--- config.mk ---
export PLATFORM = sky130hd
export DESIGN_NAME = fstack_rf
export DESIGN_NICKNAME = d
export VERILOG_FILES = /design/src/rtl/fstack_pkg.sv /design/src/rtl/fstack_decode.sv /design/src/rtl/fstack_store.sv /design/src/rtl/fstack_rf.sv
export SDC_FILE = /design/constraint.sdc
export NUM_CORES = 1
export LEC_CHECK = 0
export BUFFER_PORTS_ARGS = -buffer_cell sky130_fd_sc_hd__buf_2
export CAP_MARGIN = 20
export CORE_ASPECT_RATIO = 0.8
export CORE_MARGIN = 10
export CORE_UTILIZATION = 29
export CTS_CLUSTER_DIAMETER = 200
export DETAILED_ROUTE_END_ITERATION = 8
export PLACE_DENSITY = 0.42
export SLEW_MARGIN = 20
export SYNTH_ARGS = -nofsm -noshare
export SYNTH_HDL_FRONTEND = slang
export SYNTH_SLANG_ARGS = --single-unit
--- constraint.sdc ---
create_clock -name clk -period 4.2 [get_ports clk]
set_clock_uncertainty 0.05 [all_clocks]
set_input_delay 0.63 -clock clk [delete_from_list [all_inputs] [get_ports clk]]
set_output_delay 0.63 -clock clk [all_outputs]
set_load 0.05 [all_outputs]
--- src/rtl/fstack_pkg.sv ---
package fstack_pkg;
    typedef enum logic [2:0] {
        FORM_ST0_STI = 3'd0,
        FORM_STI_ST0 = 3'd1,
        FORM_STI_POP = 3'd2,
        FORM_ST1_POP = 3'd3,
        FORM_ST0_EXT = 3'd4
    } form_e;

    typedef enum logic [1:0] {
        S_IDLE  = 2'd0,
        S_BUSY  = 2'd1,
        S_UFLOW = 2'd2,
        S_OFLOW = 2'd3
    } state_e;
endpackage

--- src/rtl/fstack_decode.sv ---
module fstack_decode #(
    parameter int IDX_W = 3
) (
    input  logic [2:0]       form_i,
    input  logic [IDX_W-1:0] idx_i,
    output logic             legal_o,
    output logic [IDX_W-1:0] dst_rel_o,
    output logic [IDX_W-1:0] oth_rel_o,
    output logic             oth_ext_o,
    output logic             pop_o
);
    import fstack_pkg::*;

    always_comb begin
        legal_o   = 1'b1;
        dst_rel_o = '0;
        oth_rel_o = '0;
        oth_ext_o = 1'b0;
        pop_o     = 1'b0;
        unique case (form_e'(form_i))
            FORM_ST0_STI: oth_rel_o = idx_i;
            FORM_STI_ST0: dst_rel_o = idx_i;
            FORM_STI_POP: begin
                dst_rel_o = idx_i;
                pop_o     = 1'b1;
            end
            FORM_ST1_POP: begin
                dst_rel_o = IDX_W'(1);
                pop_o     = 1'b1;
            end
            FORM_ST0_EXT: oth_ext_o = 1'b1;
            default:      legal_o   = 1'b0;
        endcase
    end
endmodule

--- src/rtl/fstack_store.sv ---
module fstack_store #(
    parameter  int DATA_W = 32,
    parameter  int DEPTH  = 8,
    localparam int IDX_W  = $clog2(DEPTH)
) (
    input  logic              clk,
    input  logic              rst_n,
    input  logic              wr_en,
    input  logic [IDX_W-1:0]  wr_idx,
    input  logic [DATA_W-1:0] wr_data,
    input  logic              clr_en,
    input  logic [IDX_W-1:0]  clr_idx,
    input  logic [IDX_W-1:0]  ra_idx,
    input  logic [IDX_W-1:0]  rb_idx,
    input  logic [IDX_W-1:0]  rc_idx,
    output logic [DATA_W-1:0] ra_data,
    output logic [DATA_W-1:0] rb_data,
    output logic [DATA_W-1:0] rc_data,
    output logic [DEPTH-1:0]  tags_o
);
    logic [DATA_W-1:0] mem [DEPTH];

    for (genvar e = 0; e < DEPTH; e++) begin : g_ent
        logic [DATA_W-1:0] val_q;
        logic              tag_q;

        always_ff @(posedge clk or negedge rst_n) begin
            if (!rst_n) begin
                val_q <= '0;
                tag_q <= 1'b0;
            end else begin
                if (wr_en && wr_idx == IDX_W'(e)) begin
                    val_q <= wr_data;
                    tag_q <= 1'b1;
                end
                // the pop clear overrides a write to the same entry
                if (clr_en && clr_idx == IDX_W'(e)) tag_q <= 1'b0;
            end
        end

        assign mem[e]    = val_q;
        assign tags_o[e] = tag_q;
    end

    assign ra_data = mem[ra_idx];
    assign rb_data = mem[rb_idx];
    assign rc_data = mem[rc_idx];
endmodule

--- src/rtl/fstack_rf.sv ---
module fstack_rf #(
    parameter  int DATA_W = 32,
    parameter  int DEPTH  = 8,
    localparam int IDX_W  = $clog2(DEPTH)
) (
    input  logic              clk,
    input  logic              rst_n,
    input  logic              cmd_valid,
    input  logic [2:0]        cmd_form,
    input  logic [IDX_W-1:0]  cmd_idx,
    input  logic [DATA_W-1:0] cmd_ext,
    output logic              cmd_ready,
    input  logic              ld_valid,
    input  logic [DATA_W-1:0] ld_data,
    output logic              op_valid,
    output logic [DATA_W-1:0] op_a,
    output logic [DATA_W-1:0] op_b,
    input  logic              sum_valid,
    input  logic [DATA_W-1:0] sum_data,
    output logic              uflow_o,
    output logic              oflow_o,
    output logic [IDX_W-1:0]  top_o,
    input  logic [IDX_W-1:0]  rd_idx,
    output logic [DATA_W-1:0] rd_data,
    output logic              rd_tag
);
    import fstack_pkg::*;

    state_e            state_q, state_d;
    logic [IDX_W-1:0]  top_q, wb_idx_q;
    logic              pop_q;
    logic [DATA_W-1:0] opa_q, opb_q;

    logic              legal, oth_ext, do_pop;
    logic [IDX_W-1:0]  dst_rel, oth_rel, dst_phys, oth_phys, push_phys, rd_phys;
    logic [DATA_W-1:0] ra_data, rb_data;
    logic [DEPTH-1:0]  tags;
    logic              src_empty, push_full, take_cmd, take_ld, do_push, do_wb;

    fstack_decode #(.IDX_W(IDX_W)) u_dec (
        .form_i    (cmd_form),
        .idx_i     (cmd_idx),
        .legal_o   (legal),
        .dst_rel_o (dst_rel),
        .oth_rel_o (oth_rel),
        .oth_ext_o (oth_ext),
        .pop_o     (do_pop)
    );

    assign dst_phys  = top_q + dst_rel;
    assign oth_phys  = top_q + oth_rel;
    assign push_phys = top_q - IDX_W'(1);
    assign rd_phys   = top_q + rd_idx;

    assign src_empty = !tags[dst_phys] || (!oth_ext && !tags[oth_phys]);
    assign push_full = tags[push_phys];
    assign take_cmd  = (state_q == S_IDLE) && cmd_valid;
    assign take_ld   = (state_q == S_IDLE) && !cmd_valid && ld_valid;
    assign do_push   = take_ld && !push_full;
    assign do_wb     = (state_q == S_BUSY) && sum_valid;

    fstack_store #(.DATA_W(DATA_W), .DEPTH(DEPTH)) u_store (
        .clk     (clk),
        .rst_n   (rst_n),
        .wr_en   (do_wb || do_push),
        .wr_idx  (do_wb ? wb_idx_q : push_phys),
        .wr_data (do_wb ? sum_data : ld_data),
        .clr_en  (do_wb && pop_q),
        .clr_idx (top_q),
        .ra_idx  (dst_phys),
        .rb_idx  (oth_phys),
        .rc_idx  (rd_phys),
        .ra_data (ra_data),
        .rb_data (rb_data),
        .rc_data (rd_data),
        .tags_o  (tags)
    );

    // next-state logic
    always_comb begin
        state_d = state_q;
        unique case (state_q)
            S_IDLE: begin
                if (cmd_valid) begin
                    if (legal) state_d = src_empty ? S_UFLOW : S_BUSY;
                end else if (ld_valid && push_full) begin
                    state_d = S_OFLOW;
                end
            end
            S_BUSY:  if (sum_valid) state_d = S_IDLE;
            S_UFLOW: state_d = S_IDLE;
            S_OFLOW: state_d = S_IDLE;
            default: state_d = S_IDLE;
        endcase
    end

    // state register
    always_ff @(posedge clk or negedge rst_n) begin
        if (!rst_n) state_q <= S_IDLE;
        else        state_q <= state_d;
    end

    // pointer and captured command
    always_ff @(posedge clk or negedge rst_n) begin
        if (!rst_n) begin
            top_q    <= '0;
            wb_idx_q <= '0;
            pop_q    <= 1'b0;
            opa_q    <= '0;
            opb_q    <= '0;
        end else begin
            if (take_cmd && legal && !src_empty) begin
                wb_idx_q <= dst_phys;
                pop_q    <= do_pop;
                opa_q    <= ra_data;
                opb_q    <= oth_ext ? cmd_ext : rb_data;
            end
            if (do_push)             top_q <= push_phys;
            else if (do_wb && pop_q) top_q <= top_q + IDX_W'(1);
        end
    end

    // outputs
    always_comb begin
        cmd_ready = (state_q == S_IDLE);
        op_valid  = (state_q == S_BUSY);
        uflow_o   = (state_q == S_UFLOW);
        oflow_o   = (state_q == S_OFLOW);
        op_a      = opa_q;
        op_b      = opb_q;
        top_o     = top_q;
        rd_tag    = tags[rd_phys];
    end
endmodule

# Word level (Yosys, flattened, before mapping)

Index checks and enable logic that the tools add are counted.

Register bits: 337
Output and inout bits: 104
Bits of input ports: 110

Magnitude comparators: 7
Add/subtract/negate cells: 5
Reductions and logical operators: 52
Bitwise logic cells: 3
Mux-type cells: 49
Equal/unequal tests: 24

Operators with widths:

| cell                  | count |
|---|---|
| $bmux W32 S3          | 3 |
| $mux W32              | 8 |
| $eq A3 B3 Y1 const B  | 9 |
| $logic_and A1 B1 Y1   | 26 |
| $mux W1               | 23 |
| $eq A3 B2 Y1 const B  | 6 |
| $reduce_bool A2 Y1    | 9 |
| $lt A3 B4 Y1 const B  | 4 |
| $bmux W1 S3           | 4 |
| $ge A4 B4 Y1 const B  | 3 |
| $mux W3               | 4 |
| $not A3 Y4            | 3 |
| $mux W2               | 5 |
| $add A3 B3 Y3         | 3 |
| $eq A3 B1 Y1 const B  | 3 |
| $logic_not A3 Y1      | 3 |
| $logic_not A1 Y1      | 6 |
| $ne A3 B2 Y1 const B  | 2 |
| $pmux W2 S3           | 1 |
| $pmux W3 S2           | 1 |
| $reduce_or A2 Y1      | 3 |
| $reduce_or A5 Y1      | 1 |
| $eq A2 B2 Y1 const B  | 2 |
| $add A3 B1 Y3 const B | 1 |
| other kinds (6)       | 7 |

# Logic depth before layout (Yosys ltp)

Word-level depth: 12
Mapped depth: 14

# Hierarchy

Synthesis repeated with hierarchy kept, for this count alone.

Cell total of the unflattened synthesis: 1230
Area, all modules: 20403.3 um^2

By module, submodules not included:

| module        | cells each | area each (um^2) | times used | seq. area each (um^2) |
|---|---|---|---|---|
| fstack_store  | 928        | 16230.6          | 1          | 6606.3 |
| fstack_rf     | 289        | 4092.7           | 1          | 1826.8 |
| fstack_decode | 13         | 80.1             | 1          | 0.0 |

# Worst setup path before layout

OpenSTA, ideal clock, no wires.

Kind: register -> output
Start point: register top_q[0] (netlist: top_o[0])
End point: output rd_tag
Stages on the path, launching flop included: 9
Setup slack: -326 ps
Arrival: 3846 ps
Path through: dfrtp_1 > ha_1 > fa_1 > xnor2_1 > xnor2_1 > clkbuf_1 > clkbuf_1 > mux4_2 > o21ai_0

Longest elaborated chain between the ends: 3

RTL lines:

| element                       | line             | text |
|---|---|---|
| start, declared               | fstack_rf.sv:30  | `logic [IDX_W-1:0] top_q, wb_idx_q;` |
| start signal, assigned        | fstack_rf.sv:118 | `if (do_push) top_q <= push_phys;` |
| start signal, assigned        | fstack_rf.sv:119 | `else if (do_wb && pop_q) top_q <= top_q + IDX_W'(1);` |
| $add A3 B3 Y3                 | fstack_rf.sv:53  | `assign rd_phys = top_q + rd_idx;` |
| $bmux W1 S3                   | fstack_rf.sv:132 | `rd_tag = tags[rd_phys];` |
| $mux W1 (not written as such) | fstack_rf.sv:132 |  |
| end, declared                 | fstack_rf.sv:25  | `output logic rd_tag` |

Every way passes these cells. The select of a mux whose other input is x is not followed.

# Worst setup path after layout

Start point: register top_q[0] (netlist: top_o[0])
End point: output rd_data[6]

Longest elaborated chain between the ends: 5

RTL lines:

| element                                     | line               | text |
|---|---|---|
| $add A3 B3 Y3                               | fstack_rf.sv:53    |  |
| $not A3 Y4 (not written as such)            | fstack_store.sv:47 | `assign rc_data = mem[rc_idx];` |
| $bmux W32 S3                                | fstack_store.sv:47 |  |
| $mux W32 (not written as such) (2 in a row) | fstack_store.sv:47 |  |
| end, declared                               | fstack_rf.sv:24    | `output logic [DATA_W-1:0] rd_data,` |

Every way passes these cells. The select of a mux whose other input is x is not followed.

==> impl_metrics.env <==
export IMPL_status="finished clean"
export IMPL_hp_class="input port to register"
export IMPL_num_rows=84
export IMPL_cap_violations=0
export IMPL_internal_power_mw=13.1
export IMPL_die_h_um=252
export IMPL_p_per_area_nw_per_um2=997
export IMPL_final_nets=1669
export IMPL_cp_arrival_ns=3.33
export IMPL_synth_common_cells="dfrtp_1 (337), mux2_1 (312), mux4_2 (200), nand2_1 (136), mux2_2 (74)"
export IMPL_gp_congestion=0.744
export IMPL_cts_buffers=41
export IMPL_ios=214
export IMPL_first_global_vias=13703
export IMPL_fin_crit_ns=4.01
export IMPL_antenna_found_initial=0
export IMPL_synth_edf_count=0
export IMPL_port_buffers=213
export IMPL_max_clock_freq_mhz=249
export IMPL_cp_required_ns=3.52
export IMPL_core_area_um2=66200
export IMPL_grt_max_degree=104
export IMPL_sw_frac_of_total=0.442
export IMPL_seq_area_um2=8430
export IMPL_path_class="register to output pin"
export IMPL_ys_ff_latch=337
export IMPL_clk_latency_ns=0.56
export IMPL_multi_input_area_um2=10700
export IMPL_ir_drop_mv=0.527
export IMPL_cts_max_level=2
export IMPL_synth_largest_area_cell="dfrtp_1"
export IMPL_clkPwrFrac=0.155
export IMPL_end_kind="output pin"
export IMPL_synthesis_area_um2=19500
export IMPL_switchingPower_mw=10.4
export IMPL_yosysWarnings=0
export IMPL_synth_most_common_cell="dfrtp_1"
export IMPL_yosysUniqueCellTypes=42
export IMPL_tns_ns=0
export IMPL_synthAdderAreaFrac=0.00949
export IMPL_vias=12897
export IMPL_rsz0062_at_grt="no"
export IMPL_syn_inst=1338
export IMPL_syn_num_nets=1461
export IMPL_syn_area_per_cell_um2=14.6
export IMPL_start_util=0.295
export IMPL_synth_xor_area_frac=0.00397
export IMPL_cp_start_kind="register"
export IMPL_fillers=6449
export IMPL_synth_simple_gate_area_share=0.0395
export IMPL_track_usage=0.165
export IMPL_drive_gt1_frac=0.401
export IMPL_dp_slack_ns=0.130
export IMPL_drc=0
export IMPL_wl_per_cell_um=26.5
export IMPL_synth_top_family_by_area="multiplexers"
export IMPL_synth_mux_area_frac=0.471
export IMPL_synth_top_area_frac=0.432
export IMPL_pwr_share_seq=0.262
export IMPL_drt_wl_total_um=64500
export IMPL_die_w_um=310
export IMPL_cts_tree="yes"
export IMPL_finalHoldViolCount=0
export IMPL_synth_compound_area_share=0.0185
export IMPL_slew_headroom=0.404
export IMPL_drtAntennaViolNets=0
export IMPL_slew_viol_final=0
export IMPL_cts_root_buf="clkbuf_16"
export IMPL_power_leakage_nw=10.5
export IMPL_cts_path_max_buffers=3
export IMPL_fin_crit_sh=0.955
export IMPL_cts_sinks=337
export IMPL_drt_iter0_markers=830
export IMPL_async_flop_share=1.00
export IMPL_grt_overflow_total=0
export IMPL_setup_violations=0
export IMPL_worst_slew_pin_slew_ns=0.895
export IMPL_dpl_hpwl_um=41100
export IMPL_viasPerCell=5.29
export IMPL_dieArea_um2=78100
export IMPL_setup_ws_ns=0.191
export IMPL_p_comb_frac=0.583
export IMPL_areaGrowthSynthToFinish_pct=20.3
export IMPL_grt_pass1_wl_um=96500
export IMPL_path_clk_slew_ns=0.06
export IMPL_cp_max_fo=24
export IMPL_yosys_top_cells_area="dfrtp_1 (43%), mux4_2 (23%), mux2_1 (18%)"
export IMPL_seq_area_frac_synth=0.432
export IMPL_dr_pass1_iters=5
export IMPL_synth_main_ff_cell="dfrtp_1"
stage by stage:
step / cell area [µm²] / std cells / power [mW] / utilization / hold WS (ns)
finish: 23500 / 2436 / 23.4 / 0.355 / 0.311
CTS: 23500 / 2435 / 23.8 / 0.355 / 0.276
floorplan: 19500 / 1338 / 15.6 / - / 0.284
global placement: 22100 / 2360 / 19.8 / 0.333 / 0.420
detailed placement: 22100 / 2360 / 19.9 / 0.333 / 0.428
global route: 23500 / 2435 / 24.8 / 0.355 / 0.297
power by group through the flow:
stage          clock network (mW)  logic, mW  registers, mW
2_1_floorplan                   0       9.08           6.47
3_3_place_gp                    0       13.7           6.14
3_5_place_dp                    0       13.7           6.14
4_1_cts                      3.75       13.9           6.10
5_1_grt                      3.87       14.6           6.35
6_report                     3.63       13.6           6.13
cells by family after synthesis:
group,after synthesis
muxes,621
adders and majority gates,13
AOI/OAI and AO/OA,60
xor gates and xnor gates,8
buffers and inverters,121
and+or+nand+nor,178
DFF,337
critical path, stage by stage, from the launching register on:
cell and delay [ns]:
dfrtp_2 0.50, ha_4 0.20, fa_2 0.34, xnor2_2 0.21, xnor2_2 0.14, buf_4 0.18, buf_6 0.29, mux4_2 0.34
mux2_2 0.32, buf_2 0.23
sequential cells by signal (all words and copies together) (netlist names):
| signal | count |
|---|---|
| u_store.g_ent.tag_q | 8 |
| state_q | 2 |
| top_o | 3 |
| u_store.g_ent.val_q | 256 |
| op_b | 32 |
| pop_q | 1 |
| wb_idx_q | 3 |
| op_a | 32 |
worst paths after layout:
check | from | endpoint | slack [ns] | depth (start not counted)
max | top_o[0] | rd_data[6] | 0.19 | 9
min | sum_valid | state_q[0] | 0.31 | 3
max reg2reg | top_o[0] | op_a[30] | 0.66 | 11
min reg2reg | op_a[4] | op_a[4] | 0.43 | 1
max in group asynchronous | rst_n | u_store.g_ent[1].val_q[18] | 2.46 | 3
min in group asynchronous | rst_n | u_store.g_ent[2].tag_q | 0.55 | 2
area by class of cell:
type | instances | area share
Tap cell | 860 | 0.0458
Timing Repair Buffer | 273 | 0.0792
Clock inverter | 12 | 0.00714
Sequential cell | 337 | 0.359
Clock buffer | 60 | 0.0501
Inverter | 13 | 0.00208
Antenna cell | 1 | 0.000107
Multi-Input combinational cell | 880 | 0.456
repair_timing:
item | CTS | global route
endpoints found under the hold margin | 29 | 0
pin swaps | 1 | 0
resized for setup | 3 | 1
setup buffers | 1 | 0
cloned | 1 | 0
endpoints found under the setup margin | 12 | 21
hold buffers | 1 | 0
cell usage in the layout, fill, tap and decap left out, drive strengths merged, types with 2 or more instances in the layout:
cell type | synthesis | final
buf | 56 | 271
or2 | 5 | 5
nor4b | 3 | 3
nor2 | 12 | 12
xnor2 | 4 | 4
mux2 | 386 | 386
o21ai | 38 | 38
xor2 | 4 | 4
nand2 | 136 | 136
a31oi | 3 | 3
a22oi | 4 | 4
nor2b | 5 | 5
nand3b | 2 | 2
clkbuf | 52 | 60
mux2i | 35 | 35
fa | 3 | 3
dfrtp | 337 | 337
and2 | 4 | 4
a2bb2oi | 4 | 4
a21oi | 4 | 4
inv | 13 | 15
nor3 | 3 | 3
nand2b | 2 | 2
clkinv | 0 | 6
and3 | 2 | 2
ha | 10 | 10
nand3 | 2 | 2
bufinv | 0 | 4
mux4 | 200 | 200
per-layer routing:
metal,track usage,vias to the layer above,part of all wire
met4,0.0380,0,0.016
li1,-,5544,-
met5,0,-,0
met2,0.268,334,0.48
met1,0.227,6950,0.45
met3,0.0285,69,0.050
No activity file was read; power rests on OpenSTA's default activity.
